File: config.mk
export PLATFORM = sky130hd
export DESIGN_NAME = clock_victim_sel
export DESIGN_NICKNAME = d
export VERILOG_FILES = /design/src/rtl/clk_sel_pkg.sv /design/src/rtl/clk_ref_bits.sv /design/src/rtl/clk_hand.sv /design/src/rtl/clock_victim_sel.sv
export SDC_FILE = /design/constraint.sdc
export NUM_CORES = 1
export LEC_CHECK = 0
export BUFFER_PORTS_ARGS = -buffer_cell sky130_fd_sc_hd__buf_2
export CORE_UTILIZATION = 42
export DETAILED_ROUTE_END_ITERATION = 12
export GPL_TIMING_DRIVEN = 0
export PLACE_DENSITY = 0.61
export SYNTH_ARGS = -nofsm -noshare
export SYNTH_HDL_FRONTEND = slang
export SYNTH_HIERARCHICAL = 1
export SYNTH_SLANG_ARGS = --single-unit
File: constraint.sdc
create_clock -name clk -period 1.8 [get_ports clk]
set_input_delay 0.18 -clock clk [delete_from_list [all_inputs] [get_ports clk]]
set_output_delay 0.18 -clock clk [all_outputs]
set_load 0.005 [all_outputs]
File: src/rtl/clk_sel_pkg.sv
package clk_sel_pkg;
    typedef enum logic {
        ST_IDLE = 1'b0,
        ST_SCAN = 1'b1
    } sel_state_e;
endpackage

File: src/rtl/clk_ref_bits.sv
module clk_ref_bits #(
    parameter int N = 8,
    localparam int IDX_W = $clog2(N)
) (
    input  logic             clk,
    input  logic             rst_n,
    input  logic             acc_valid,
    input  logic [IDX_W-1:0] acc_idx,
    input  logic             fill_ld,
    input  logic [IDX_W-1:0] fill_idx,
    input  logic             clr_en,
    input  logic [IDX_W-1:0] clr_idx,
    output logic [N-1:0]     ref_q,
    output logic [N-1:0]     ref_eff
);
    for (genvar g = 0; g < N; g++) begin : g_bit
        logic hit_g, fill_g, clr_g;
        assign hit_g  = acc_valid && (acc_idx == IDX_W'(g));
        assign fill_g = fill_ld && (fill_idx == IDX_W'(g));
        assign clr_g  = clr_en && (clr_idx == IDX_W'(g));

        // A hit in this cycle is visible to the scan before it inspects the bit.
        assign ref_eff[g] = ref_q[g] | hit_g;

        always_ff @(posedge clk) begin
            if (!rst_n)
                ref_q[g] <= 1'b0;
            else
                ref_q[g] <= (ref_q[g] | hit_g | fill_g) & ~clr_g;
        end
    end


    acc_sets_bit_chk: assert property (@(posedge clk) disable iff (!rst_n)
        (acc_valid && !(clr_en && clr_idx == acc_idx)) |=> ref_q[$past(acc_idx)]);


    skip_clears_bit_chk: assert property (@(posedge clk) disable iff (!rst_n)
        clr_en |=> !ref_q[$past(clr_idx)]);
endmodule

File: src/rtl/clk_hand.sv
module clk_hand #(
    parameter int N = 8,
    localparam int IDX_W = $clog2(N)
) (
    input  logic             clk,
    input  logic             rst_n,
    input  logic             fill_ld,
    input  logic [IDX_W-1:0] fill_idx,
    input  logic             adv,
    output logic [IDX_W-1:0] ptr_q
);
    function automatic logic [IDX_W-1:0] ring_next(input logic [IDX_W-1:0] x);
        return (x == IDX_W'(N - 1)) ? '0 : x + IDX_W'(1);
    endfunction

    always_ff @(posedge clk) begin
        if (!rst_n)
            ptr_q <= '0;
        else if (fill_ld)
            ptr_q <= ring_next(fill_idx);
        else if (adv)
            ptr_q <= ring_next(ptr_q);
    end


    fill_moves_hand_chk: assert property (@(posedge clk) disable iff (!rst_n)
        fill_ld |=> (ptr_q == (($past(fill_idx) == IDX_W'(N - 1)) ? '0 : $past(fill_idx) + IDX_W'(1))));


    hand_holds_chk: assert property (@(posedge clk) disable iff (!rst_n)
        (!fill_ld && !adv) |=> $stable(ptr_q));
endmodule

File: src/rtl/clock_victim_sel.sv
module clock_victim_sel
    import clk_sel_pkg::*;
#(
    parameter int N = 8,
    localparam int IDX_W = $clog2(N),
    localparam int CNT_W = $clog2(N + 2)
) (
    input  logic             clk,
    input  logic             rst_n,
    input  logic             acc_valid,
    input  logic [IDX_W-1:0] acc_idx,
    input  logic             fill_valid,
    input  logic [IDX_W-1:0] fill_idx,
    input  logic             vic_req,
    output logic             vic_valid,
    output logic [IDX_W-1:0] vic_idx,
    output logic             busy
);
    sel_state_e       state, state_nx;
    logic [N-1:0]     ref_q, ref_eff;
    logic [IDX_W-1:0] ptr_q;
    logic             adv, clr_en, found, fill_ld;

    assign fill_ld = fill_valid && (state == ST_IDLE);
    assign busy    = (state == ST_SCAN);

    clk_ref_bits #(.N(N)) u_refs (
        .clk(clk), .rst_n(rst_n),
        .acc_valid(acc_valid), .acc_idx(acc_idx),
        .fill_ld(fill_ld), .fill_idx(fill_idx),
        .clr_en(clr_en), .clr_idx(ptr_q),
        .ref_q(ref_q), .ref_eff(ref_eff)
    );

    clk_hand #(.N(N)) u_hand (
        .clk(clk), .rst_n(rst_n),
        .fill_ld(fill_ld), .fill_idx(fill_idx),
        .adv(adv), .ptr_q(ptr_q)
    );

    always_comb begin
        state_nx = state;
        adv      = 1'b0;
        clr_en   = 1'b0;
        found    = 1'b0;
        unique case (state)
            ST_IDLE: if (vic_req) state_nx = ST_SCAN;
            ST_SCAN: begin
                if (ref_eff[ptr_q]) begin
                    clr_en = 1'b1;
                    adv    = 1'b1;
                end else begin
                    found    = 1'b1;
                    state_nx = ST_IDLE;
                end
            end
        endcase
    end

    always_ff @(posedge clk) begin
        if (!rst_n) state <= ST_IDLE;
        else        state <= state_nx;
    end

    always_ff @(posedge clk) begin
        if (!rst_n) begin
            vic_valid <= 1'b0;
            vic_idx   <= '0;
        end else begin
            vic_valid <= found;
            if (found) vic_idx <= ptr_q;
        end
    end

    logic [CNT_W-1:0] scan_cnt;
    always_ff @(posedge clk) begin
        if (!rst_n || state != ST_SCAN) scan_cnt <= '0;
        else                            scan_cnt <= scan_cnt + CNT_W'(1);
    end


    scan_bound_chk: assert property (@(posedge clk) disable iff (!rst_n)
        (state == ST_SCAN) |-> (scan_cnt <= CNT_W'(N)));


    victim_clear_chk: assert property (@(posedge clk) disable iff (!rst_n)
        vic_valid |-> !ref_q[vic_idx]);


    strobe_after_scan_chk: assert property (@(posedge clk) disable iff (!rst_n)
        vic_valid |-> ($past(state) == ST_SCAN) && !busy);


    no_double_strobe_chk: assert property (@(posedge clk) disable iff (!rst_n)
        vic_valid |=> !vic_valid);
endmodule

# Word-level counts from Yosys, hierarchy flattened
# Cells that the tools add are included.
[word_totals]
register_bits = 16
in_bits = 11
output_inout_bits = 5
[op_classes]
add_sub_neg = 2
order_cmp = 1
eq_ne = 21
n_mux = 12
bitwise = 33
reduce_logical = 29
[ops]
columns = ["cell", "count"]
rows = [
  ["3-bit == test (second input constant)", 12],
  ["1-bit logical AND", 25],
  ["3-bit by 2-bit == test with 1-bit output (second input constant)", 6],
  ["1-bit bitwise OR", 16],
  ["3-bit two-way mux", 4],
  ["3-bit by 1-bit == test with 1-bit output (second input constant)", 3],
  ["3-bit logical NOT", 3],
  ["1-bit inverter", 9],
  ["1-bit bitwise AND", 8],
  ["3-bit by 1-bit adder with 3-bit output (second input constant)", 2],
  ["1-bit two-way mux", 6],
  ["3-bit by 4-bit < comparator with 1-bit output (second input constant)", 1],
  ["1-bit binary-select mux with 3-bit select", 1],
  ["1-bit case mux with 2 select lines", 1],
  ["2-bit nonzero test", 1],
]

# Depth between registers and ports, before layout
[logic_depth]
word_depth = 10
mapped_depth = 8

# Hierarchy
# The synthesis kept the hierarchy.
[modules_own_cells]
columns = ["module", "n_inst", "cells_each", "area_each_um2", "seq_area_each_um2"]
rows = [
  ["clk_ref_bits", 1, 48, 528.0, 160.2],
  ["clock_victim_sel", 1, 31, 322.8, 100.1],
  ["clk_hand", 1, 19, 191.4, 60.1],
]

# Worst setup path before layout
# No wires, ideal clock.
[synth_path]
path_kind = "input-to-reg"
start = "input acc_idx[0]"
end = "register u_refs.ref_q[0]"
setup_ns = 0.122
t_arrival_ns = 1.813
path_slack_ns = -0.135
cell_stages = 7
n_path_buf = 0
path_cell_list = "nor4b_1 > or2_2 > mux2i_1 > a22oi_4 > and3_4 > or4b_1 > o311a_1"
[synth_between]
elab_chain_len = 10
elab_cells_between_ends = 32
cone_classes = "eq/ne (7); mux (4); bitwise (11); reduce/logical (10)"
[synth_lines]
columns = ["element", "line", "rtl"]
rows = [
  ["start, declared", "clock_victim_sel.sv:11", "input logic [IDX_W-1:0] acc_idx,"],
  ["3-bit logical NOT", "clk_ref_bits.sv:18", "assign hit_g = acc_valid && (acc_idx == IDX_W'(g));"],
  ["1-bit logical AND", "clk_ref_bits.sv:18", ""],
  ["1-bit bitwise OR", "clk_ref_bits.sv:23", "assign ref_eff[g] = ref_q[g] | hit_g;"],
  ["via ref_eff[0]", "clock_victim_sel.sv:20", "logic [N-1:0] ref_q, ref_eff;"],
  ["1-bit binary-select mux with 3-bit select", "clock_victim_sel.sv:49", "if (ref_eff[ptr_q]) begin"],
  ["1-bit two-way mux (implied by the code)", "clock_victim_sel.sv:49", ""],
  ["1-bit two-way mux (2 in series)", "--", ""],
  ["via adv", "clock_victim_sel.sv:22", "logic adv, clr_en, found, fill_ld;"],
  ["1-bit logical AND", "clk_ref_bits.sv:20", "assign clr_g = clr_en && (clr_idx == IDX_W'(g));"],
  ["1-bit inverter", "clk_ref_bits.sv:29", "ref_q[g] <= (ref_q[g] | hit_g | fill_g) & ~clr_g;"],
  ["1-bit bitwise AND", "clk_ref_bits.sv:29", ""],
  ["end signal, assigned by index", "clk_ref_bits.sv:29", ""],
  ["end, declared", "clk_ref_bits.sv:13", "output logic [N-1:0] ref_q,"],
]
# The timed path passes the listed nets, and every way through them passes these cells. The select of a mux whose other input is x is not followed.
# A chain may end at the register's enable or synchronous reset.

# Final worst setup path
[layout_path]
start = "register u_hand.ptr_q[0]"
end = "register u_refs.ref_q[0]"
[layout_between]
elab_chain_len = 7
elab_cells_between_ends = 8
cone_classes = "mux (4); bitwise (2); reduce/logical (2)"
[layout_lines]
columns = ["element", "line", "rtl"]
rows = [
  ["start, declared", "clk_hand.sv:10", "output logic [IDX_W-1:0] ptr_q"],
  ["start signal, assigned", "clk_hand.sv:20", "ptr_q <= ring_next(fill_idx);"],
  ["start signal, assigned", "clk_hand.sv:22", "ptr_q <= ring_next(ptr_q);"],
  ["1-bit binary-select mux with 3-bit select", "clock_victim_sel.sv:49", ""],
  ["1-bit two-way mux (implied by the code)", "clock_victim_sel.sv:49", ""],
  ["1-bit two-way mux (2 in series)", "--", ""],
  ["via adv", "clock_victim_sel.sv:22", ""],
  ["1-bit logical AND", "clk_ref_bits.sv:20", ""],
  ["1-bit inverter", "clk_ref_bits.sv:29", ""],
  ["1-bit bitwise AND", "clk_ref_bits.sv:29", ""],
]
# The timed path passes the listed nets, and every way through them passes these cells. The select of a mux whose other input is x is not followed.

==> results.md <==
- DIE WIDTH: 51.8 um
- Power Dens Cells: 654 nW/um2
- Number of global-route vias before repair: 822
- Final Core Density: 57.2%
- Antenna violations before repair: 0
- Startpoint types: flop
- Area Overhead vs Synth: 24.9%
- Die Y: 51.8 um
- Clk pwr share: 22.5%
- Seq/Total Area, Yosys: 30.7%
- Detail Route Antenna Nets: 0
- Hold Vio Cnt, Final: 0
- RePlAce Congestion: 0.666
- Leak: 0.000599 uW
- Combinational fraction of design power: 29.4%
- Switching Share: 30.5%
- Max Clock Freq: 570 MHz
- CP Max Fanout: 7
- Area leader, netlist: dfxtp_1
- CP endpoint kind: flop
- Crit Reg-Reg Endpoint: u_refs/ref_q[0]$_SDFF_PN0_
- Required @ worst endpoint: 1.99 ns
- DRT iter0 DRCs: 34
- Share of cells above drive strength 1: 39.7%
- Drt drc: 0
- Fin. max-slew vios: 0
- Synth unique cells: 35
- VDD IR max: 0.479 mV
- Final setup fails: 0
- Hold WS: 0.147 ns
- Min-delay worst type: input pin to flop
- Syn nets: 113
- Initial Utilization: 45.8%
- Ant diodes: 0
- Worst EP arrival: 1.94 ns
- Clock Skews: 0.00522 ns
- Final worst setup slack: 0.0466 ns
- Synth top area cells: dfxtp_1, o311a_1, mux2i_1, and4b_1, ha_1
- Placeable Area: 2280 um2
- Worst Tran Pin Value: 0.788 ns
- WL/cell: 16.8 um
- Sw power: 260 uW
- Worst flop-to-flop path startpoint: u_hand/ptr_q[0]$_SDFFE_PN0P_
- Post-Syn Area: 1040 um2
- Post-DP Area: 1170 um2
- Net count, final: 143
- Final min period: 1.75 ns
- CTS root buffer: clkbuf_4
- Critical path type: flop to flop
- CP startpoint: u_hand/ptr_q[0]$_SDFFE_PN0P_
- Hpwl dp: 1.61 mm
- Most common cell after layout, fill and taps aside: buf_2
- Slew HR: 47.4%
- Clock latency on the worst-skew pair: 0.29 ns
- Vias: 916
- Reg2Reg Depth: 5
- Top_reg_cell synth: dfxtp_1
- H-tree levels: 1
- Most frequent cells in the layout: buf_2, dfxtp_1, buf_4, o311a_1, nand2_1
- Sequential share of power: 48.0%
- Max-cap violations: 0
- Placed Instances: 141
- Avg Inst Size Synth: 10.6 um2
- GR Util All Layers: 20.5%
- Sink Count: 16
- Cells after synthesis: 98
- Fin crit share: 97.4%
- Clk slew on worst S/H paths: 0.10 ns
- Final instance area: 1300 um2
- Die area: 2680 um2
- CTS Buf Count: 3
- CTS tree: yes
- FF+latch count, synth: 16
- Flop-to-flop setup slack: 0.05 ns
- Overflow after GRT: 0
- Final Non-Filler Cells: 154
- IO buf count: 15
- Clock tree buffer depth: 2
- Ports: 16
- Top-area cell type share of the netlist area: 30.7%
- Rows: 17
- Placement Setup Slack: -0.391 ns
- Internal: 592 uW
- Status: finished, final reports clean
- Via/cell ratio: 5.95
- Fill cells: 205
- CP Capture Point: u_refs/ref_q[0]$_SDFF_PN0_
- Pin count of the biggest net entering global routing: 16
- Number of synthesized flops with an enable pin: 0
- DR pass1 iterations: 4
- Async SR Flop Fraction: 0%
- Final WL: 2.58 mm
- First-pass GRT wire length: 3.94 mm
- Ys Warns: 6
## cells in the mapped netlist (3+ instances only)
cell and count:
dfxtp_1 16, o311a_1 8, mux2i_1 7, nand2_1 7, or2_2 7, and4b_1 6, ha_1 4, nor2b_1 4
nand4b_1 3, nand4bb_1 3, nor4bb_1 3, o21ai_0 3
## per-stage QoR
stage | power [uW] | TNS, ns
4_1_cts | 824 | -0.0113
6_report | 851 | 0
3_5_place_dp | 619 | -1.55
2_1_floorplan | 553 | -0.0345
3_3_place_gp | 610 | -0.829
5_1_grt | 896 | -0.00256
## power by group through the flow
stage	Sequential, uW	Combinational [uW]	Clock, uW
finish	409	250	192
global route	413	268	215
CTS	410	213	200
detailed placement	424	194	0
global placement	421	189	0
floorplan	412	141	0
## timing repair
action | in CTS | in global routing
hold buffers | 0 | 0
resized for setup | 5 | 4
buffers inserted | 3 | 7
endpoints found under the setup margin | 3 | 3
pin swaps | 1 | 3
## cells by family (layout without fill, tap and decap cells)
group	Yosys count	count (layout)	share of synthesized area (%)
flip-flops	16	16	30.7
buffers and inverters	3	31	1.08
multiplexers	8	8	8.16
AND/OR/NAND/NOR	48	48	36.0
adder cells (fa/ha/maj)	4	4	4.80
AO/OA/AOI/OAI	19	19	19.2
## state kept, by name (all words and copies together) (netlist names)
signal        flops
u_refs/ref_q      8
u_hand/ptr_q      3
vic_idx           3
busy              1
vic_valid         1
## worst min path at each step
stage / startpoint / to / slack [ns] / cells past startpoint
floorplan: rst_n / u_hand/ptr_q[1]$_SDFFE_PN0P_ / 0.30 / 1
global placement: vic_idx[1]$_SDFFE_PN0P_ / vic_idx[1]$_SDFFE_PN0P_ / 0.44 / 2
detailed placement: vic_idx[1]$_SDFFE_PN0P_ / vic_idx[1]$_SDFFE_PN0P_ / 0.45 / 2
CTS: rst_n / u_hand/ptr_q[0]$_SDFFE_PN0P_ / 0.14 / 2
global route: rst_n / u_hand/ptr_q[0]$_SDFFE_PN0P_ / 0.14 / 2
finish: rst_n / u_hand/ptr_q[0]$_SDFFE_PN0P_ / 0.15 / 2
## worst max-delay path, cell delays in order (launching register included)
cell and delay, ns:
dfxtp_4 0.40, mux2i_4 0.20, a22oi_4 0.20, and3_4 0.26
or4b_1 0.44, o311a_1 0.13
## layout make-up
type,instances,area (um2),area share (%)
Multi-Input combinational cell,79,753,57.9
Sequential cell,16,332,25.5
Tap cell,28,35.0,2.69
Timing Repair Buffer,25,148,11.3
Buffer,2,7.51,0.577
Inverter,1,3.75,0.288
Clock buffer,3,22.5,1.73
## layer usage
| metal | global-route usage (%) | part of all wire (%) |
|---|---|---|
| met1 | 27.7 | 50 |
| met2 | 32.3 | 48 |
| met3 | 5.26 | 1.9 |
| met4 | 4.95 | 0 |
| met5 | 0 | 0 |
(Power assumes the default switching activity.)
